$ cat config.mk
export PLATFORM = sky130hd
export DESIGN_NAME = edge_stamp_unit
export DESIGN_NICKNAME = d
export VERILOG_FILES = /design/src/rtl/esu_pkg.sv /design/src/rtl/esu_timebase.sv /design/src/rtl/esu_chan.sv /design/src/rtl/edge_stamp_unit.sv
export SDC_FILE = /design/constraint.sdc
export NUM_CORES = 1
export LEC_CHECK = 0
export ABC_AREA = 1
export BUFFER_PORTS_ARGS = -buffer_cell sky130_fd_sc_hd__buf_2
export CAP_MARGIN = 15
export CORE_UTILIZATION = 42
export DETAILED_ROUTE_END_ITERATION = 16
export PLACE_DENSITY = 0.67
export SETUP_SLACK_MARGIN = 0.2
export SLEW_MARGIN = 30
export SYNTH_ARGS = -nofsm -noshare
export SYNTH_HDL_FRONTEND = slang
export SYNTH_HIERARCHICAL = 1
export SYNTH_SLANG_ARGS = --single-unit
$ cat constraint.sdc
create_clock -name clk -period 1.7 [get_ports clk]
set_input_delay 0.255 -clock clk [delete_from_list [all_inputs] [get_ports clk]]
set_output_delay 0.255 -clock clk [all_outputs]
set_load 0.02 [all_outputs]
$ cat src/rtl/esu_pkg.sv
package esu_pkg;
   typedef enum logic [1:0] {
      TRIG_OFF  = 2'd0,
      TRIG_RISE = 2'd1,
      TRIG_FALL = 2'd2,
      TRIG_ANY  = 2'd3
   } trig_e;

   // word indexes (byte address >> 2)
   localparam int unsigned WI_STAMP_BASE = 4;   // 0x10
   localparam int unsigned WI_TRIG_BASE  = 12;  // 0x30
   localparam int unsigned WI_CTRL       = 20;  // 0x50
   localparam int unsigned WI_IEN        = 21;  // 0x54
   localparam int unsigned WI_PEND       = 22;  // 0x58
   localparam int unsigned WI_ACK        = 23;  // 0x5C
   localparam int unsigned CTRL_RUN_BIT  = 10;
   localparam int unsigned CTRL_PS_LSB   = 4;
endpackage

$ cat src/rtl/esu_timebase.sv
module esu_timebase #(
   parameter int CNT_W = 32,
   parameter int PS_W  = 5
) (
   input  logic             clk,
   input  logic             rst_n,
   input  logic             run,
   input  logic [PS_W-1:0]  ps,
   output logic             tick,
   output logic [CNT_W-1:0] count
);
   logic [PS_W-1:0] div_q;

   assign tick = run && (div_q >= ps);

   always_ff @(posedge clk or negedge rst_n) begin
      if (!rst_n) begin
         div_q <= '0;
         count <= '0;
      end else if (!run) begin
         div_q <= '0;
      end else if (tick) begin
         div_q <= '0;
         count <= count + CNT_W'(1);
      end else begin
         div_q <= div_q + PS_W'(1);
      end
   end
endmodule

$ cat src/rtl/esu_chan.sv
module esu_chan #(
   parameter int SYNC_STAGES = 2
) (
   input  logic       clk,
   input  logic       rst_n,
   input  logic       din,
   input  logic       run,
   input  logic [1:0] trig,
   output logic       hit
);
   import esu_pkg::*;

   localparam int SH_W = SYNC_STAGES + 1;

   logic [SH_W-1:0] sh_q;
   logic            now_v, old_v, rise, fall;

   generate
      if (SYNC_STAGES < 2) begin : g_bad
         $error("esu_chan: SYNC_STAGES must be at least 2");
      end
   endgenerate

   always_ff @(posedge clk or negedge rst_n) begin
      if (!rst_n) sh_q <= '0;
      else        sh_q <= {sh_q[SH_W-2:0], din};
   end

   assign now_v = sh_q[SYNC_STAGES-1];
   assign old_v = sh_q[SYNC_STAGES];
   assign rise  = now_v & ~old_v;
   assign fall  = ~now_v & old_v;

   always_comb begin
      unique case (trig_e'(trig))
         TRIG_RISE: hit = run & rise;
         TRIG_FALL: hit = run & fall;
         TRIG_ANY:  hit = run & (rise | fall);
         default:   hit = 1'b0;
      endcase
   end
endmodule

$ cat src/rtl/edge_stamp_unit.sv
module edge_stamp_unit #(
   parameter int NUM_CH      = 4,
   parameter int CNT_W       = 32,
   parameter int PS_W        = 5,
   parameter int SYNC_STAGES = 2,
   parameter int ADDR_W      = 8,
   parameter int DATA_W      = 32
) (
   input  logic              clk,
   input  logic              rst_n,
   input  logic              bus_wr,
   input  logic [ADDR_W-1:0] bus_addr,
   input  logic [DATA_W-1:0] bus_wdata,
   output logic [DATA_W-1:0] bus_rdata,
   input  logic [NUM_CH-1:0] sig_in,
   output logic              irq
);
   import esu_pkg::*;

   localparam int WORD_W = ADDR_W - 2;

   generate
      if (NUM_CH < 1 || NUM_CH > 4) begin : g_bad_ch
         $error("edge_stamp_unit: NUM_CH must be 1..4");
      end
      if (CNT_W > DATA_W || PS_W > 5 || DATA_W < 11 || ADDR_W < 7) begin : g_bad_w
         $error("edge_stamp_unit: width parameters out of range");
      end
   endgenerate

   logic [WORD_W-1:0] word;
   logic              run_q;
   logic [PS_W-1:0]   ps_q;
   logic [NUM_CH-1:0] ien_q, pend_q, cap_vec, ack_bits;
   logic [1:0]        trig_q  [NUM_CH];
   logic [CNT_W-1:0]  stamp_q [NUM_CH];
   logic [CNT_W-1:0]  count_w;
   logic              tick_w, ack_wr;

   assign word     = bus_addr[ADDR_W-1:2];
   assign ack_wr   = bus_wr && (int'(word) == WI_ACK);
   assign ack_bits = ack_wr ? bus_wdata[NUM_CH:1] : '0;

   wire unused_bus = ^{bus_addr[1:0], bus_wdata};

   esu_timebase #(.CNT_W(CNT_W), .PS_W(PS_W)) u_tb (
      .clk(clk), .rst_n(rst_n), .run(run_q), .ps(ps_q),
      .tick(tick_w), .count(count_w)
   );

   genvar gi;
   generate
      for (gi = 0; gi < NUM_CH; gi++) begin : g_ch
         esu_chan #(.SYNC_STAGES(SYNC_STAGES)) u_ch (
            .clk(clk), .rst_n(rst_n), .din(sig_in[gi]), .run(run_q),
            .trig(trig_q[gi]), .hit(cap_vec[gi])
         );

         always_ff @(posedge clk or negedge rst_n) begin
            if (!rst_n) begin
               stamp_q[gi] <= '0;
               trig_q[gi]  <= '0;
            end else begin
               if (cap_vec[gi]) stamp_q[gi] <= count_w;
               if (bus_wr && (int'(word) == WI_TRIG_BASE + gi))
                  trig_q[gi] <= bus_wdata[1:0];
            end
         end
      end
   endgenerate

   always_ff @(posedge clk or negedge rst_n) begin
      if (!rst_n) begin
         run_q  <= 1'b0;
         ps_q   <= '0;
         ien_q  <= '0;
         pend_q <= '0;
      end else begin
         if (bus_wr && int'(word) == WI_CTRL) begin
            run_q <= bus_wdata[CTRL_RUN_BIT];
            ps_q  <= bus_wdata[CTRL_PS_LSB +: PS_W];
         end
         if (bus_wr && int'(word) == WI_IEN) ien_q <= bus_wdata[NUM_CH:1];
         // capture wins over a simultaneous acknowledge
         pend_q <= (pend_q & ~ack_bits) | cap_vec;
      end
   end

   assign irq = |(pend_q & ien_q);

   always_comb begin
      bus_rdata = '0;
      if (int'(word) >= WI_STAMP_BASE && int'(word) < WI_STAMP_BASE + NUM_CH)
         bus_rdata[CNT_W-1:0] = stamp_q[int'(word) - WI_STAMP_BASE];
      else if (int'(word) >= WI_TRIG_BASE && int'(word) < WI_TRIG_BASE + NUM_CH)
         bus_rdata[1:0] = trig_q[int'(word) - WI_TRIG_BASE];
      else if (int'(word) == WI_CTRL) begin
         bus_rdata[CTRL_RUN_BIT]         = run_q;
         bus_rdata[CTRL_PS_LSB +: PS_W]  = ps_q;
      end
      else if (int'(word) == WI_IEN)  bus_rdata[NUM_CH:1] = ien_q;
      else if (int'(word) == WI_PEND) bus_rdata[NUM_CH:1] = pend_q;
   end
endmodule

==> flow_metrics.tcl, run 1 <==
set metrics [dict create \
    synth_top_area_frac 0.501 \
    synth_area_per_cell_um2 7.80 \
    crit_family "simple AND/OR/NAND/NOR gates" \
    drtAntennaViolNets 0 \
    final_nets 1567 \
    rows 55 \
    drc_errors 0 \
    clk_path_buf_depth 2 \
    max_freq_mhz 548 \
    firstDrtPassIters 6 \
    p_seq_frac 0.440 \
    syn_nets 1336 \
    switching_share 0.292 \
    first_iter_violations 1099 \
    cts_tree "done" \
    p_int_w 0.00812 \
    yosys_warnings 6 \
    diodes 0 \
    max_slew_margin 0.610 \
    synth_cell_types 30 \
    fp.dieArea_um2 24300 \
    grt_overflow 0 \
    cp_data_arrival_time_ns 2.16 \
    cpMostUsedCell "nand2_1" \
    power.switching_w 0.00335 \
    port_buffers 55 \
    ir_drop_mv 0.634 \
    final.setup.tns_ns -1.90 \
    dp_slack_ns 0.00820 \
    min_path_type "input pin to register" \
    cts.clk_slew.worst_paths_ns 0.08 \
    wire_per_inst_um 20.5 \
    critPathMaxFanout 7 \
    clkSinkCount 199 \
    ys_seq_area_frac 0.501 \
    outcome "complete, but fails checks" \
    post_dp_cell_area_um2 11100 \
    crit_buf_inv 3 \
    criticalPathCategory "register to register" \
    final_area_um2 15600 \
    wl_mm 37.5 \
    synthToLayoutAreaGrowth_pct 57.4 \
    die_w_um 156 \
    die_h_um 156 \
    clk_latency_ns 0.45 \
    slowest_stage "dfrtp_1" \
    start_util 0.434 \
    finalMaxSlewViolations 0 \
    gp_congestion 0.867 \
    final_hold_viol_count 0 \
    netlist_area_um2 9930 \
    min_period_ns 1.83 \
    holdWs_ns 0.0416 \
    grt_first_pass_wirelength_mm 50.4 \
    cp_cell_sequence "ha_4, nand2_1, inv_2, nand2_1, nor2_2, nor2_4, nor2_4, buf_12, clkbuf_16, nand2_2, nand2_1, nand2_1" \
    grt_usage 0.273 \
    syn_inst 1274 \
    fill_cells 1611 \
    violations "setup timing" \
    h-tree-depth 4 \
    core_area_um2 22900 \
    grt_setup_unrepaired "yes" \
    synthTopCellsByArea "dfrtp_1 (50%), nand2_1 (17%), inv_1 (6.4%), o21ai_0 (6.1%), nor2_1 (3.9%)" \
    fin_ws_ns -0.126 \
    grt_max_degree 43 \
    power.leakage_nw 8.01 \
    min_period_over_period 1.07 \
    cap_violations 0 \
    slowest_delay_ns 0.42 \
    p_comb_frac 0.172 \
    drive_gt1_frac 0.495 \
    dpl.hpwl_mm 16.4 \
    vias_per_cell 5.53 \
    cts_buffers 17 \
    power_density_nw_per_um2 733 \
    crit_required_ns 2.04 \
    antenna_found_initial 0 \
    setup_viol 34 \
    cp-start-kind "register" \
    vias 10121 \
    crit_path_end_kind "register" \
    yosysTopAreaCell "dfrtp_1" \
    worstMarginPinSlew_ns 0.585 \
    clockRootBuffer "clkbuf_16" \
    ioPinCount 80 \
    p_clk_frac 0.388 \
    synth_seq_cells 199 \
    skew_ns 0.0119 \
    first_global_vias 9475 \
]
layout by cell type, fill, tap and decap left out, types with 12 or more instances in the layout:
cell	Yosys	routed
buf_12	0	36
o21ai_2	0	75
nand2_2	7	93
buf_2	19	19
buf_6	9	41
nand2_1	438	269
buf_16	0	28
nand2_4	4	86
nor2_2	10	20
nand3b_1	12	12
inv_1	169	78
nor2_1	104	88
o22ai_2	0	39
clkbuf_16	0	23
buf_4	2	113
nand3_2	1	12
nand3_1	34	23
inv_2	9	94
dfrtp_1	199	191
nor2_4	8	14
o21ai_1	15	49
registers in the layout (all words and copies together), names as in the netlist:
| signal | flops |
|---|---|
| g_ch.u_ch/sh_q | 12 |
| ien_q | 4 |
| pend_q | 4 |
| ps_q | 5 |
| run_q | 1 |
| stamp_q | 128 |
| trig_q | 8 |
| u_tb/count | 32 |
| u_tb/div_q | 5 |
timing repair:
item | in CTS | in global routing
endpoints found under the hold margin | 40 | 0
buffers inserted | 58 | 26
pin swaps | 124 | 133
setup endpoints to repair | 195 | 202
hold buffers | 5 | 0
cloned | 30 | 10
resized for setup | 411 | 342
cells in the mapped netlist, drive strengths merged:
master / instances
clkbuf: 15
nand4: 10
xor2: 7
o22ai: 44
dfrtp: 199
o21ai: 136
xnor2: 6
nor3: 8
buf: 30
ha: 15
nand2: 451
nand3: 35
nor2: 123
a21oi: 4
nand3b: 12
inv: 179
worst paths after layout:
check                                startpoint                    to  slack (ns)  cells past startpoint
max                               u_tb/div_q[4]        u_tb/count[13]       -0.13                     12
min                                bus_wdata[8]               ps_q[4]        0.04                      3
max reg2reg                       u_tb/div_q[4]        u_tb/count[13]       -0.13                     12
min reg2reg                g_ch[1].u_ch/sh_q[0]  g_ch[1].u_ch/sh_q[1]        0.35                      0
max in group asynchronous                 rst_n           stamp_q[83]        0.80                      3
min in group asynchronous                 rst_n             trig_q[6]        0.31                      2
layout make-up:
| type | instances | area [µm²] | share of cell area |
|---|---|---|---|
| multi-input combinational | 855 | 5730 | 0.366 |
| sequential | 199 | 4990 | 0.319 |
| timing repair buffer | 253 | 3170 | 0.203 |
| inverter | 179 | 729 | 0.0467 |
| clock buffer | 17 | 425 | 0.0272 |
| tap | 313 | 392 | 0.0250 |
| clock inverter | 15 | 203 | 0.0130 |
kinds of logic after synthesis:
family | after synthesis | share of synthesized area
compound gates | 184 | 0.0982
flops | 199 | 0.501
xor+xnor | 13 | 0.0115
fa+ha+maj | 15 | 0.0189
buf+inv | 224 | 0.0963
simple gates | 639 | 0.274
power groups by stage:
| stage | Sequential (W) | Clock, W | Combinational (W) |
|---|---|---|---|
| after floorplan | 0.00511 | 0 | 0.000566 |
| after global placement | 0.00511 | 0 | 0.00105 |
| after detailed placement | 0.00512 | 0 | 0.00108 |
| after CTS | 0.00503 | 0.00444 | 0.00153 |
| after global routing | 0.00506 | 0.00465 | 0.00209 |
| final | 0.00505 | 0.00445 | 0.00197 |
worst register-to-register path: cells and delay by family (launching register included):
family / cells / cell delay (ns)
buffers and inverters: 3 / 0.40
adder cells (fa/ha/maj): 1 / 0.27
flip-flops: 1 / 0.42
AND/OR/NAND/NOR: 8 / 0.65
metrics by stage:
stage | cells | total power, W | util
2_1_floorplan | 1274 | 0.00568 | -
3_3_place_gp | 1670 | 0.00616 | 0.486
3_5_place_dp | 1670 | 0.00620 | 0.486
4_1_cts | 1795 | 0.0110 | 0.615
5_1_grt | 1831 | 0.0118 | 0.682
6_report | 1831 | 0.0115 | 0.682
layer usage:
metal,GRT usage,part of all wire
met5,0,0
met1,0.335,0.37
met4,0.136,0.055
met2,0.456,0.50
met3,0.0550,0.074
(Power assumes the default switching activity.)
==> run 2, diff against run 1 <==
--- a/config.mk
+++ b/config.mk
@@ -12,6 +12,7 @@
 export DETAILED_ROUTE_END_ITERATION = 16
 export PLACE_DENSITY = 0.67
 export SETUP_SLACK_MARGIN = 0.2
+export SKIP_CTS_REPAIR_TIMING = 1
 export SLEW_MARGIN = 30
 export SYNTH_ARGS = -nofsm -noshare
 export SYNTH_HDL_FRONTEND = slang
==> flow_metrics.tcl, run 2 (synthesis gave the netlist of run 1 again) <==
set metrics [dict create \
    outcome "complete, but fails checks" \
    violations "setup timing" \
    clkSinkCount 199 \
    h-tree-depth 4 \
    drtAntennaViolNets 0 \
    grt_overflow 0 \
    ioPinCount 80 \
    first_global_vias 7968 \
    synthToLayoutAreaGrowth_pct 44.3 \
    core_area_um2 22900 \
    cap_violations 0 \
    vias 9387 \
    final_cell_mix "nand2_1 (321), dfrtp_1 (194), inv_1 (101)" \
    crit_required_ns 2.03 \
    gp_congestion 0.867 \
    final_hold_viol_count 0 \
    cts_tree "done" \
    wl_mm 31.5 \
    clk_path_buf_depth 2 \
    grt_setup_unrepaired "yes" \
    fin_ws_ns -0.0915 \
    wire_per_inst_um 17.7 \
    fill_cells 1842 \
    min_period_ns 1.79 \
    drive_gt1_frac 0.410 \
    mostFrequentLayoutCell "nand2_1" \
    crit_path_end_kind "register" \
    final_util 0.625 \
    largest_reg_flops 128 \
    cts.clk_slew.worst_paths_ns 0.08 \
    grt_max_degree 43 \
    power_density_nw_per_um2 774 \
    cts_buffers 17 \
    seq_area_um2 4990 \
    min_path_type "input pin to register" \
    min_period_over_period 1.05 \
    vias_per_cell 5.28 \
    finalMaxSlewViolations 0 \
    die_w_um 156 \
    skew_ns 0.0123 \
    drc_errors 0 \
    dp_slack_ns 0.00820 \
    slowest_stage "dfrtp_1" \
    grt_first_pass_wirelength_mm 39.4 \
    diodes 0 \
    cp_cell_sequence "inv_1, ha_1, nand2_1, inv_2, nand2_2, nand2_2, buf_6, nor2_4, nor2_4, buf_12, clkbuf_16, nand3b_1, nand2_1" \
    port_buffers 55 \
    antenna_found_initial 0 \
    holdWs_ns 0.0492 \
    die_h_um 156 \
    clockRootBuffer "clkbuf_16" \
    clk_latency_ns 0.44 \
    dpl.hpwl_mm 16.4 \
    grt_usage 0.208 \
    firstDrtPassIters 7 \
    start_util 0.434 \
    first_iter_violations 814 \
    p_total_w 0.0111 \
    fp.dieArea_um2 24300 \
    critPathMaxFanout 6 \
    criticalPathCategory "register to register" \
    power.leakage_nw 7.24 \
    cp-start-kind "register" \
    rows 55 \
    max_freq_mhz 558 \
    cp_data_arrival_time_ns 2.12 \
    top_regs "stamp_q x128, u_tb/count x32, g_ch.u_ch/sh_q x12" \
    worstMarginPinSlew_ns 0.521 \
    final_nets 1515 \
    ir_drop_mv 0.554 \
    setup_viol 30 \
    multiInputGateArea_um2 5320 \
    regMostFlops "stamp_q" \
    max_slew_margin 0.653 \
    slowest_delay_ns 0.36 \
]
run 2: cell count changes in the layout (fill, tap and decap cells not counted), moves of 7 or more:
| cell | delta |
|---|---|
| buf_8 | +7 |
| o21ai_1 | +9 |
| buf_6 | -13 |
| buf_4 | -19 |
| nand2_1 | +52 |
| buf_12 | -16 |
| o21ai_2 | -10 |
| inv_1 | +23 |
| clkbuf_16 | +15 |
| nand2_2 | -25 |
| inv_2 | -21 |
| buf_16 | -27 |
| nand2_4 | -28 |
run 2: report_power, final:
part / total (W) / switching (W) / leakage [nW] / internal, W
Clock: 0.00440 / 0.00201 / 0.308 / 0.00239
Sequential: 0.00504 / 0.000144 / 2.71 / 0.00490
Combinational: 0.00165 / 0.000996 / 4.22 / 0.000656
run 2: per-stage QoR:
| step | setup TNS, ns | cell area, µm² | std cells |
|---|---|---|---|
| 2_1_floorplan | 0 | 9980 | 1274 |
| 3_3_place_gp | 0 | 11100 | 1670 |
| 3_5_place_dp | 0 | 11100 | 1670 |
| 4_1_cts | -0.239 | 11800 | 1702 |
| 5_1_grt | -5.63 | 14300 | 1779 |
| 6_report | -0.983 | 14300 | 1779 |
run 2: final timing paths:
check / startpoint / depth (start not counted) / slack [ns] / to
min: bus_wdata[8] / 3 / 0.05 / ps_q[4]
max: ps_q[3] / 13 / -0.09 / u_tb/count[13]
max in group asynchronous: rst_n / 3 / 0.81 / stamp_q[14]
min in group asynchronous: rst_n / 2 / 0.31 / g_ch[2].u_ch/sh_q[1]
max reg2reg: ps_q[3] / 13 / -0.09 / u_tb/count[13]
min reg2reg: g_ch[1].u_ch/sh_q[0] / 0 / 0.35 / g_ch[1].u_ch/sh_q[1]
run 2: cell type report:
| type | count | area share |
|---|---|---|
| Clock buffer | 17 | 0.0297 |
| Timing Repair Buffer | 202 | 0.161 |
| Tap cell | 313 | 0.0273 |
| Clock inverter | 15 | 0.0141 |
| Inverter | 179 | 0.0487 |
| Multi-Input combinational cell | 854 | 0.371 |
| Sequential cell | 199 | 0.348 |
run 2: layer usage:
layer / share of wire / wire [µm] / track usage / vias to the layer above
li1: - / - / - / 4353
met4: 0.031 / 984 / 0.0686 / 0
met2: 0.49 / 15400 / 0.341 / 372
met5: 0 / 0 / 0 / -
met3: 0.060 / 1900 / 0.0350 / 72
met1: 0.42 / 13200 / 0.278 / 4590
run 2: critical path, delay by kind of cell, from the launching register on:
family,cells,cell delay [ns]
buffers and inverters,5,0.52
AND/OR/NAND/NOR,7,0.51
flip-flops,1,0.36
adder cells (fa/ha/maj),1,0.28
